--- src/rtl/irq_latch_pkg.sv ---
package irq_latch_pkg;
  // Bit positions inside the gauge register
  localparam int GAUGE_EN_BIT  = 0;
  localparam int GAUGE_VLT_BIT = 1;
  localparam int GAUGE_CHG_BIT = 2;
  // Bit positions inside the line register
  localparam int LINE_REL_BIT  = 0;
  localparam int LINE_FRC_BIT  = 1;

  // Address layout: enable bytes, latch bytes, gauge register, line register
  function automatic int unsigned en_addr(int unsigned b);
    return b;
  endfunction
  function automatic int unsigned lat_addr(int unsigned nb, int unsigned b);
    return nb + b;
  endfunction
  function automatic int unsigned gauge_addr(int unsigned nb);
    return 2 * nb;
  endfunction
  function automatic int unsigned line_addr(int unsigned nb);
    return 2 * nb + 1;
  endfunction
endpackage

--- src/rtl/irq_edge_detect.sv ---
module irq_edge_detect #(
  parameter int WIDTH = 18
) (
  input  logic             clk,
  input  logic             rst_n,
  input  logic [WIDTH-1:0] level,
  output logic [WIDTH-1:0] rise
);
  logic [WIDTH-1:0] level_q;

  always_ff @(posedge clk or negedge rst_n) begin
    if (!rst_n) level_q <= '0;
    else        level_q <= level;
  end

  assign rise = level & ~level_q;
endmodule

--- src/rtl/irq_src_bank.sv ---
module irq_src_bank #(
  parameter int NUM_SRC = 16
) (
  input  logic               clk,
  input  logic               rst_n,
  input  logic [NUM_SRC-1:0] cond,
  input  logic [NUM_SRC-1:0] rise,
  input  logic [NUM_SRC-1:0] en,
  input  logic [NUM_SRC-1:0] clr_req,
  input  logic               release_evt,
  output logic [NUM_SRC-1:0] latch_q,
  output logic [NUM_SRC-1:0] pend_q
);
  logic [NUM_SRC-1:0] clr_ok;
  logic [NUM_SRC-1:0] new_irq;

  assign clr_ok  = clr_req & ~cond;
  assign new_irq = rise & en;

  always_ff @(posedge clk or negedge rst_n) begin
    if (!rst_n) begin
      latch_q <= '0;
      pend_q  <= '0;
    end else begin
      latch_q <= (latch_q & ~clr_ok) | rise;
      pend_q  <= (release_evt ? '0 : pend_q) | new_irq;
    end
  end

  genvar i;
  generate
    for (i = 0; i < NUM_SRC; i++) begin : g_chk
      assert_rise_latches_R2: assert property (@(posedge clk) disable iff (!rst_n)
        rise[i] |=> latch_q[i]);
      assert_active_holds_R4: assert property (@(posedge clk) disable iff (!rst_n)
        (latch_q[i] && cond[i]) |=> latch_q[i]);
      assert_masked_quiet_R3: assert property (@(posedge clk) disable iff (!rst_n)
        !en[i] |=> !$rose(pend_q[i]));
    end
  endgenerate

  assert_release_all_R6: assert property (@(posedge clk) disable iff (!rst_n)
    (release_evt && new_irq == '0) |=> pend_q == '0);
endmodule

--- src/rtl/irq_gauge_alarm.sv ---
module irq_gauge_alarm (
  input  logic       clk,
  input  logic       rst_n,
  input  logic [1:0] rise,
  input  logic       en,
  input  logic [1:0] clr_req,
  output logic [1:0] alarm_q
);
  always_ff @(posedge clk or negedge rst_n) begin
    if (!rst_n) alarm_q <= '0;
    else        alarm_q <= (alarm_q & ~clr_req) | (rise & {2{en}});
  end

  assert_disabled_vlt_R8: assert property (@(posedge clk) disable iff (!rst_n)
    !en |=> !$rose(alarm_q[0]));
  assert_disabled_chg_R8: assert property (@(posedge clk) disable iff (!rst_n)
    !en |=> !$rose(alarm_q[1]));
  assert_edge_only_R7: assert property (@(posedge clk) disable iff (!rst_n)
    (rise == 2'b00 && clr_req == 2'b00) |=> $stable(alarm_q));
endmodule

--- src/rtl/irq_latch_ctrl.sv ---
module irq_latch_ctrl #(
  parameter int NUM_SRC = 16,
  parameter int DATA_W  = 8,
  parameter int ADDR_W  = 3
) (
  input  logic               clk,
  input  logic               rst_n,
  input  logic [NUM_SRC-1:0] src_cond,
  input  logic               gauge_volt_low,
  input  logic               gauge_charge_low,
  input  logic [ADDR_W-1:0]  reg_addr,
  input  logic [DATA_W-1:0]  reg_wdata,
  input  logic               reg_wr,
  output logic [DATA_W-1:0]  reg_rdata,
  output logic               irq_n
);
  import irq_latch_pkg::*;

  localparam int NB = NUM_SRC / DATA_W;
  localparam logic [ADDR_W-1:0] GAUGE_A = ADDR_W'(gauge_addr(NB));
  localparam logic [ADDR_W-1:0] LINE_A  = ADDR_W'(line_addr(NB));

  logic [NUM_SRC-1:0] en_q, clr_req, src_latch, src_pend, src_rise;
  logic [NUM_SRC+1:0] all_rise;
  logic [1:0]         g_alarm, g_clr;
  logic               g_en_q, rel_q, force_q;
  logic               wr_gauge, wr_line, release_evt;

  irq_edge_detect #(.WIDTH(NUM_SRC + 2)) u_edge (
    .clk(clk), .rst_n(rst_n),
    .level({gauge_charge_low, gauge_volt_low, src_cond}),
    .rise(all_rise)
  );
  assign src_rise = all_rise[NUM_SRC-1:0];

  assign wr_gauge    = reg_wr && (reg_addr == GAUGE_A);
  assign wr_line     = reg_wr && (reg_addr == LINE_A);
  assign release_evt = wr_line && !rel_q && reg_wdata[LINE_REL_BIT];

  genvar b;
  generate
    for (b = 0; b < NB; b++) begin : g_byte
      localparam logic [ADDR_W-1:0] EA = ADDR_W'(en_addr(b));
      localparam logic [ADDR_W-1:0] LA = ADDR_W'(lat_addr(NB, b));
      always_ff @(posedge clk or negedge rst_n) begin
        if (!rst_n)                        en_q[b*DATA_W +: DATA_W] <= '0;
        else if (reg_wr && reg_addr == EA) en_q[b*DATA_W +: DATA_W] <= reg_wdata;
      end
      assign clr_req[b*DATA_W +: DATA_W] =
        (reg_wr && reg_addr == LA) ? ~reg_wdata : '0;
    end
  endgenerate

  irq_src_bank #(.NUM_SRC(NUM_SRC)) u_bank (
    .clk(clk), .rst_n(rst_n), .cond(src_cond), .rise(src_rise), .en(en_q),
    .clr_req(clr_req), .release_evt(release_evt),
    .latch_q(src_latch), .pend_q(src_pend)
  );

  assign g_clr = wr_gauge ? ~{reg_wdata[GAUGE_CHG_BIT], reg_wdata[GAUGE_VLT_BIT]} : 2'b00;

  irq_gauge_alarm u_gauge (
    .clk(clk), .rst_n(rst_n), .rise(all_rise[NUM_SRC+1:NUM_SRC]),
    .en(g_en_q), .clr_req(g_clr), .alarm_q(g_alarm)
  );

  always_ff @(posedge clk or negedge rst_n) begin
    if (!rst_n) begin
      g_en_q  <= 1'b1;
      rel_q   <= 1'b1;
      force_q <= 1'b1;
    end else begin
      if (wr_gauge) g_en_q <= reg_wdata[GAUGE_EN_BIT];
      if (wr_line) begin
        rel_q   <= reg_wdata[LINE_REL_BIT];
        force_q <= reg_wdata[LINE_FRC_BIT];
      end
    end
  end

  assign irq_n = force_q && (src_pend == '0) && (g_alarm == 2'b00);

  always_comb begin
    reg_rdata = '0;
    for (int k = 0; k < NB; k++) begin
      if (reg_addr == ADDR_W'(en_addr(k)))     reg_rdata = en_q[k*DATA_W +: DATA_W];
      if (reg_addr == ADDR_W'(lat_addr(NB, k))) reg_rdata = src_latch[k*DATA_W +: DATA_W];
    end
    if (reg_addr == GAUGE_A) reg_rdata = DATA_W'({g_alarm, g_en_q});
    if (reg_addr == LINE_A)  reg_rdata = DATA_W'({irq_n, rel_q});
  end

  assert_pending_holds_line_R10: assert property (@(posedge clk) disable iff (!rst_n)
    (src_pend != '0 || g_alarm != 2'b00) |-> !irq_n);
  assert_force_low_R9: assert property (@(posedge clk) disable iff (!rst_n)
    (wr_line && !reg_wdata[LINE_FRC_BIT]) |=> !irq_n);
  assert_enabled_edge_fires_R3: assert property (@(posedge clk) disable iff (!rst_n)
    ((src_rise & en_q) != '0) |=> !irq_n);
endmodule

--- config.mk ---
export PLATFORM = sky130hd
export DESIGN_NAME = irq_latch_ctrl
export DESIGN_NICKNAME = d
export VERILOG_FILES = /design/src/rtl/irq_latch_pkg.sv /design/src/rtl/irq_edge_detect.sv /design/src/rtl/irq_src_bank.sv /design/src/rtl/irq_gauge_alarm.sv /design/src/rtl/irq_latch_ctrl.sv
export SDC_FILE = /design/constraint.sdc
export NUM_CORES = 1
export LEC_CHECK = 0
export BUFFER_PORTS_ARGS = -buffer_cell sky130_fd_sc_hd__buf_4
export CAP_MARGIN = 20
export CORE_ASPECT_RATIO = 1.5
export CORE_UTILIZATION = 30
export DETAILED_ROUTE_END_ITERATION = 7
export SETUP_SLACK_MARGIN = 0.15
export SLEW_MARGIN = 20
export SYNTH_ARGS = -nofsm -noshare
export SYNTH_HDL_FRONTEND = slang
export SYNTH_SLANG_ARGS = --single-unit
--- constraint.sdc ---
create_clock -name clk -period 1.8 [get_ports clk]
set_input_delay 0.18 -clock clk [delete_from_list [all_inputs] [get_ports clk]]
set_output_delay 0.18 -clock clk [all_outputs]
set_load 0.01 [all_outputs]
# After elaboration in Yosys (flattened, before gate mapping)
# Cells that the tools add are included.
# W data, S select, Z words.
[word_totals]
register_bits = 71
output_inout_bits = 9
[classes]
n_eq_ne = 5
n_mux = 10
n_bitwise = 15
n_reduce_logical = 14
[op_table]
columns = ["op", "count"]
rows = [
  ["$mux W8", 8],
  ["$and A16 B16 Y16", 3],
  ["$not A16 Y16", 2],
  ["$or A16 B16 Y16", 2],
  ["$and A18 B18 Y18", 1],
  ["$not A18 Y18", 1],
  ["$logic_not A16 Y1", 1],
  ["$mux W16", 1],
  ["$logic_and A1 B1 Y1", 10],
  ["$not A8 Y8", 1],
  ["$eq A3 B2 Y1 const B", 2],
  ["$eq A3 B3 Y1 const B", 2],
  ["$and A2 B2 Y2", 2],
  ["$not A2 Y2", 2],
  ["$eq A3 B1 Y1 const B", 1],
  ["$logic_not A3 Y1", 1],
  ["$logic_not A2 Y1", 1],
  ["$mux W2", 1],
  ["$or A2 B2 Y2", 1],
  ["$logic_not A1 Y1", 1],
]

# Logic depth before layout (Yosys ltp)
[logic_depth]
depth_word = 7
depth_mapped = 6

# Modules after synthesis
# Synthesis repeated with hierarchy kept, for this count alone.
[hier_totals]
cells_unflattened = 270
hier_area_um2 = 3330.7
[modules_own_cells]
columns = ["mod", "instances", "cells_per_inst", "area_per_inst_um2", "seq_area_each_um2"]
rows = [
  ["irq_latch_ctrl", 1, 113, 1280.0, 479.2],
  ["irq_src_bank", 1, 113, 1270.0, 800.8],
  ["irq_edge_detect", 1, 36, 698.2, 450.4],
  ["irq_gauge_alarm", 1, 8, 82.6, 50.0],
]

# Worst setup path before layout
# No wires, ideal clock.
[synth_path]
path_kind = "input to register"
startpoint = "input port reg_addr[1]"
endpoint = "register u_bank.pend_q[10]"
setup_time_ns = 0.122
t_arrival_ns = 1.331
path_slack_ns = 0.348
cell_stages = 6
path_buffers = 3
cell_sequence = "buf_6 -> nand4b_2 -> or3b_1 -> buf_6 -> buf_6 -> a32o_1"
[synth_via]
elab_chain_len = 6
[synth_rtl]
columns = ["element", "line_no", "text"]
rows = [
  ["from (decl)", "irq_latch_ctrl.sv:11", "input logic [ADDR_W-1:0] reg_addr,"],
  ["$eq A3 B3 Y1", "irq_latch_ctrl.sv:37", "assign wr_line = reg_wr && (reg_addr == LINE_A);"],
  ["$logic_and A1 B1 Y1", "irq_latch_ctrl.sv:37", ""],
  ["$logic_and A1 B1 Y1 (2 in series)", "irq_latch_ctrl.sv:38", "assign release_evt = wr_line && !rel_q && reg_wdata[LINE_REL_BIT];"],
  ["$mux W16", "irq_src_bank.sv:26", "pend_q <= (release_evt ? '0 : pend_q) | new_irq;"],
  ["$or A16 B16 Y16", "irq_src_bank.sv:26", ""],
  ["to (signal assigned)", "irq_src_bank.sv:26", ""],
  ["to (decl)", "irq_src_bank.sv:12", "output logic [NUM_SRC-1:0] pend_q"],
]
# Every way passes these cells.
# A chain may end at the register's enable or synchronous reset.

# Worst setup path in the final report
[layout_path]
startpoint = "register u_bank.pend_q[13]"
endpoint = "output port reg_rdata[1]"
[layout_via]
elab_chain_len = 4
[layout_rtl]
columns = ["element", "line_no", "text"]
rows = [
  ["$logic_not A16 Y1", "irq_latch_ctrl.sv:81", "assign irq_n = force_q && (src_pend == '0) && (g_alarm == 2'b00);"],
  ["$logic_and A1 B1 Y1 (2 in series)", "irq_latch_ctrl.sv:81", ""],
  ["$mux W8", "irq_latch_ctrl.sv:90", "if (reg_addr == LINE_A) reg_rdata = DATA_W'({irq_n, rel_q});"],
  ["to (decl)", "irq_latch_ctrl.sv:14", "output logic [DATA_W-1:0] reg_rdata,"],
]
# Every way passes these cells.

==> qor.yml <==
clocking:
  clock_sinks: 71
  cts_buffers: 9
  clockRootBuffer: "clkbuf_16"
  cts_tree: "done"
  clock_path_buffers: 2
  path_clk_slew_ns: 0.06
  cts_htree_levels: 3
  clock_latency_ns: 0.34
routing:
  drt_iter0_drc: 61
  drtAntennaViolNets: 0
  vias: 2163
  route.detailed.drc: 0
  wire_per_inst_um: 16.8
  wirelength_mm: 7.31
  viasPerCell: 4.97
  firstDrtPassIters: 6
timing:
  rsz0062_at_grt: "true"
  whs_ns: 0.0997
  final_max_slew_viol_count: 0
  post-route-period-util_pct: 103
  min_period_ns: 1.86
  relSlewSlack_pct: 66.8
  tightest_slew_ns: 0.495
  finalSetupViolCount: 1
  skew_ns: 0.00487
  worst_slack_ns: -0.0602
  max_freq_mhz: 538
  final-hold-violation-count: 0
worst_setup_path:
  r2r_start: "rel_q$_DFFE_PN1N_"
  cp_common_cell: "buf_4"
  cp-start-kind: "flip-flop"
  cp_cell_sequence: "nor4_4 > buf_4 > nand3_2 > o211ai_1 > buf_4"
  r2r_slack_ns: 0.45
  crit_arrival_ns: 1.68
  slowest_stage: "dfrtp_1"
  crit_type: "flip-flop to output pin"
  cp-end-kind: "output pin"
  cp_top_family: "flip-flops"
  cp_max_fo: 2
  r2r_end: "u_bank.pend_q[3]$_DFF_PN0_"
  slowest_delay_ns: 0.41
  cp.buffers_inverters: 2
  required_ns: 1.62
  reg2regPathDepth: 3
final_layout:
  final_cells: 435
  area_delta_synth_final_pct: 39.0
  antennaDiodeCount: 0
  drive_gt1_share_pct: 37.8
  fill_cells: 897
  stdcell_area_um2: 4120
  nets: 347
  final_util_pct: 42.8
yosys:
  synth_edf_count: 0
  ys_types: 33
  synth_most_common_cell: "dfrtp_1"
  synthCells: 231
  synthTopCellsByCount: "68 x dfrtp_1, 34 x o21ai_0, 21 x mux2_2, 20 x nand2_1, 17 x inv_1"
  syn_area_per_cell_um2: 12.8
  ys_async_sr_fraction_pct: 100
  ys_top_cells_by_area: "dfrtp_1 57%, mux2_2 8.0%, o21ai_0 5.7%"
  yosysTopAreaCellShare_pct: 57.4
  ys_seq_area_share_pct: 60.1
  ys_seq_elements: 71
  ys_warn_count: 0
  synth_top_area_cell: "dfrtp_1"
  syn_area_um2: 2960
  ys.flop_type: "dfrtp_1"
  synth_nets: 263
power_and_ir_drop:
  clock_power_share_pct: 40.9
  power_switching_mw: 1.05
  worst_ir_drop_vdd_mv: 0.689
  intPower_mw: 3.40
  p_sw_share_pct: 23.7
  pwr-share-seq_pct: 45.0
  p_comb_share_pct: 14.2
  powerDensity_nw_per_um2: 1080
  leakagePower_nw: 1.73
placement:
  globalplace.congestion: 0.749
  dp.cells: 391
  place_area_um2: 3460
  dp_hpwl_mm: 5.08
  numPortBuffers: 40
global_route:
  grt_pass1_wl_mm: 11.5
  grtUsageTotal_pct: 15.2
  grt_pass1_vias: 2213
  antenna_found_initial: 0
  overflow: 0
  grt_max_degree: 29
floorplanning:
  dieArea_um2: 10300
  fp.dieW_um: 83.2
  start_util_pct: 30.8
  rows: 44
  ioPinCount: 41
  coreArea_um2: 9630
  die_height_um: 124
min_path:
  hold_class: "input port to flip-flop"
  hold_start: "reg_wdata[3]"
  whs_path_depth: 3
  hold_end: "u_bank.latch_q[11]$_DFF_PN0_"
run_status:
  status: "complete, but fails checks"
  failed_checks: "setup timing"
run:
  cap_viol_max_count: 0
[flip-flops by register name, indices dropped and copies added (netlist names)]
register and flops:
force_q 1, u_bank.pend_q 16, g_en_q 1, en_q 16, u_bank.latch_q 16, u_gauge.alarm_q 2
u_edge.level_q 18, rel_q 1
[cell families (layout without fill, tap and decap cells)]
group / after synthesis / after routing / share of synthesized area, %
buffers and inverters: 25 / 114 / 4.05
multiplexers: 28 / 28 / 12.5
AND/OR/NAND/NOR: 48 / 48 / 9.92
flip-flops: 71 / 71 / 60.1
AO/OA/AOI/OAI: 59 / 59 / 13.5
[layout by cell type, fill, tap and decap left out, drive strengths merged, types with 2 or more instances in the layout]
cell and count:
a2bb2oi 3, mux4 5, and2 6, nand3b 4, a32o 16, clkinv 2
nand4b 2, nand2 20, o22ai 2, mux2 21, dfrtp 68, nor2 3
inv 17, clkbuf 13, dfstp 3, mux2i 2, nor4 4, o21ai 34
dlygate4sd3 19, buf 62
[area by class of cell]
cell class              instances  area (µm²)  area share (%)
clock buffers                  13         270            6.56
repair buffers                 81         687            16.7
multi-input cells             135        1140            27.6
clock inverters                 3        40.0           0.971
well taps                     115         144            3.49
flip-flops and latches         71        1780            43.2
inverters                      17        63.8            1.55
[metal layers]
| metal | track usage [%] | vias up | wire (µm) |
|---|---|---|---|
| li1 | - | 1022 | - |
| met1 | 17.3 | 1072 | 3040 |
| met2 | 25.4 | 56 | 3700 |
| met3 | 4.17 | 13 | 329 |
| met4 | 10.0 | 0 | 237 |
| met5 | 0 | - | 0 |
[worst max path at each step]
stage / start / end / slack [ns] / depth (start not counted)
2_1_floorplan: reg_addr[1] / u_bank.pend_q[10]$_DFF_PN0_ / 0.35 / 6
3_3_place_gp: u_bank.pend_q[14]$_DFF_PN0_ / reg_rdata[1] / 0.1 / 5
3_5_place_dp: u_bank.pend_q[13]$_DFF_PN0_ / reg_rdata[1] / 0.11 / 5
4_1_cts: u_bank.pend_q[13]$_DFF_PN0_ / reg_rdata[1] / -0.12 / 5
5_1_grt: u_bank.pend_q[6]$_DFF_PN0_ / reg_rdata[1] / -0.15 / 5
6_report: u_bank.pend_q[13]$_DFF_PN0_ / reg_rdata[1] / -0.06 / 5
[worst reg2reg max path: stages (launching register included)]
cell     delay (ns)
dfstp_2        0.38
or3b_1         0.43
buf_4          0.22
a32o_1         0.22
[timing repair]
item,4_1_cts,5_1_grt
hold buffers,19,0
setup endpoints to repair,8,8
buffers inserted,4,5
gates resized for setup,17,3
hold endpoints to repair,41,0
pin swaps,3,2
[metrics by stage]
step                      TNS [ns]  power (mW)  setup WS (ns)
final                      -0.0602        4.45        -0.0602
after global routing        -0.218        4.65         -0.147
after CTS                   -0.142        4.48         -0.122
after detailed placement         0        2.54          0.114
after global placement           0        2.52         0.0981
after floorplan                  0        2.27          0.348
[power by group through the flow]
stage | Combinational (mW) | Sequential (mW) | Clock [mW]
after floorplan | 0.321 | 1.95 | 0
after global placement | 0.512 | 2.01 | 0
after detailed placement | 0.525 | 2.01 | 0
after CTS | 0.612 | 2.00 | 1.87
after global routing | 0.692 | 2.03 | 1.93
final | 0.631 | 2.00 | 1.82
Power figures use the tool's default switching activity.
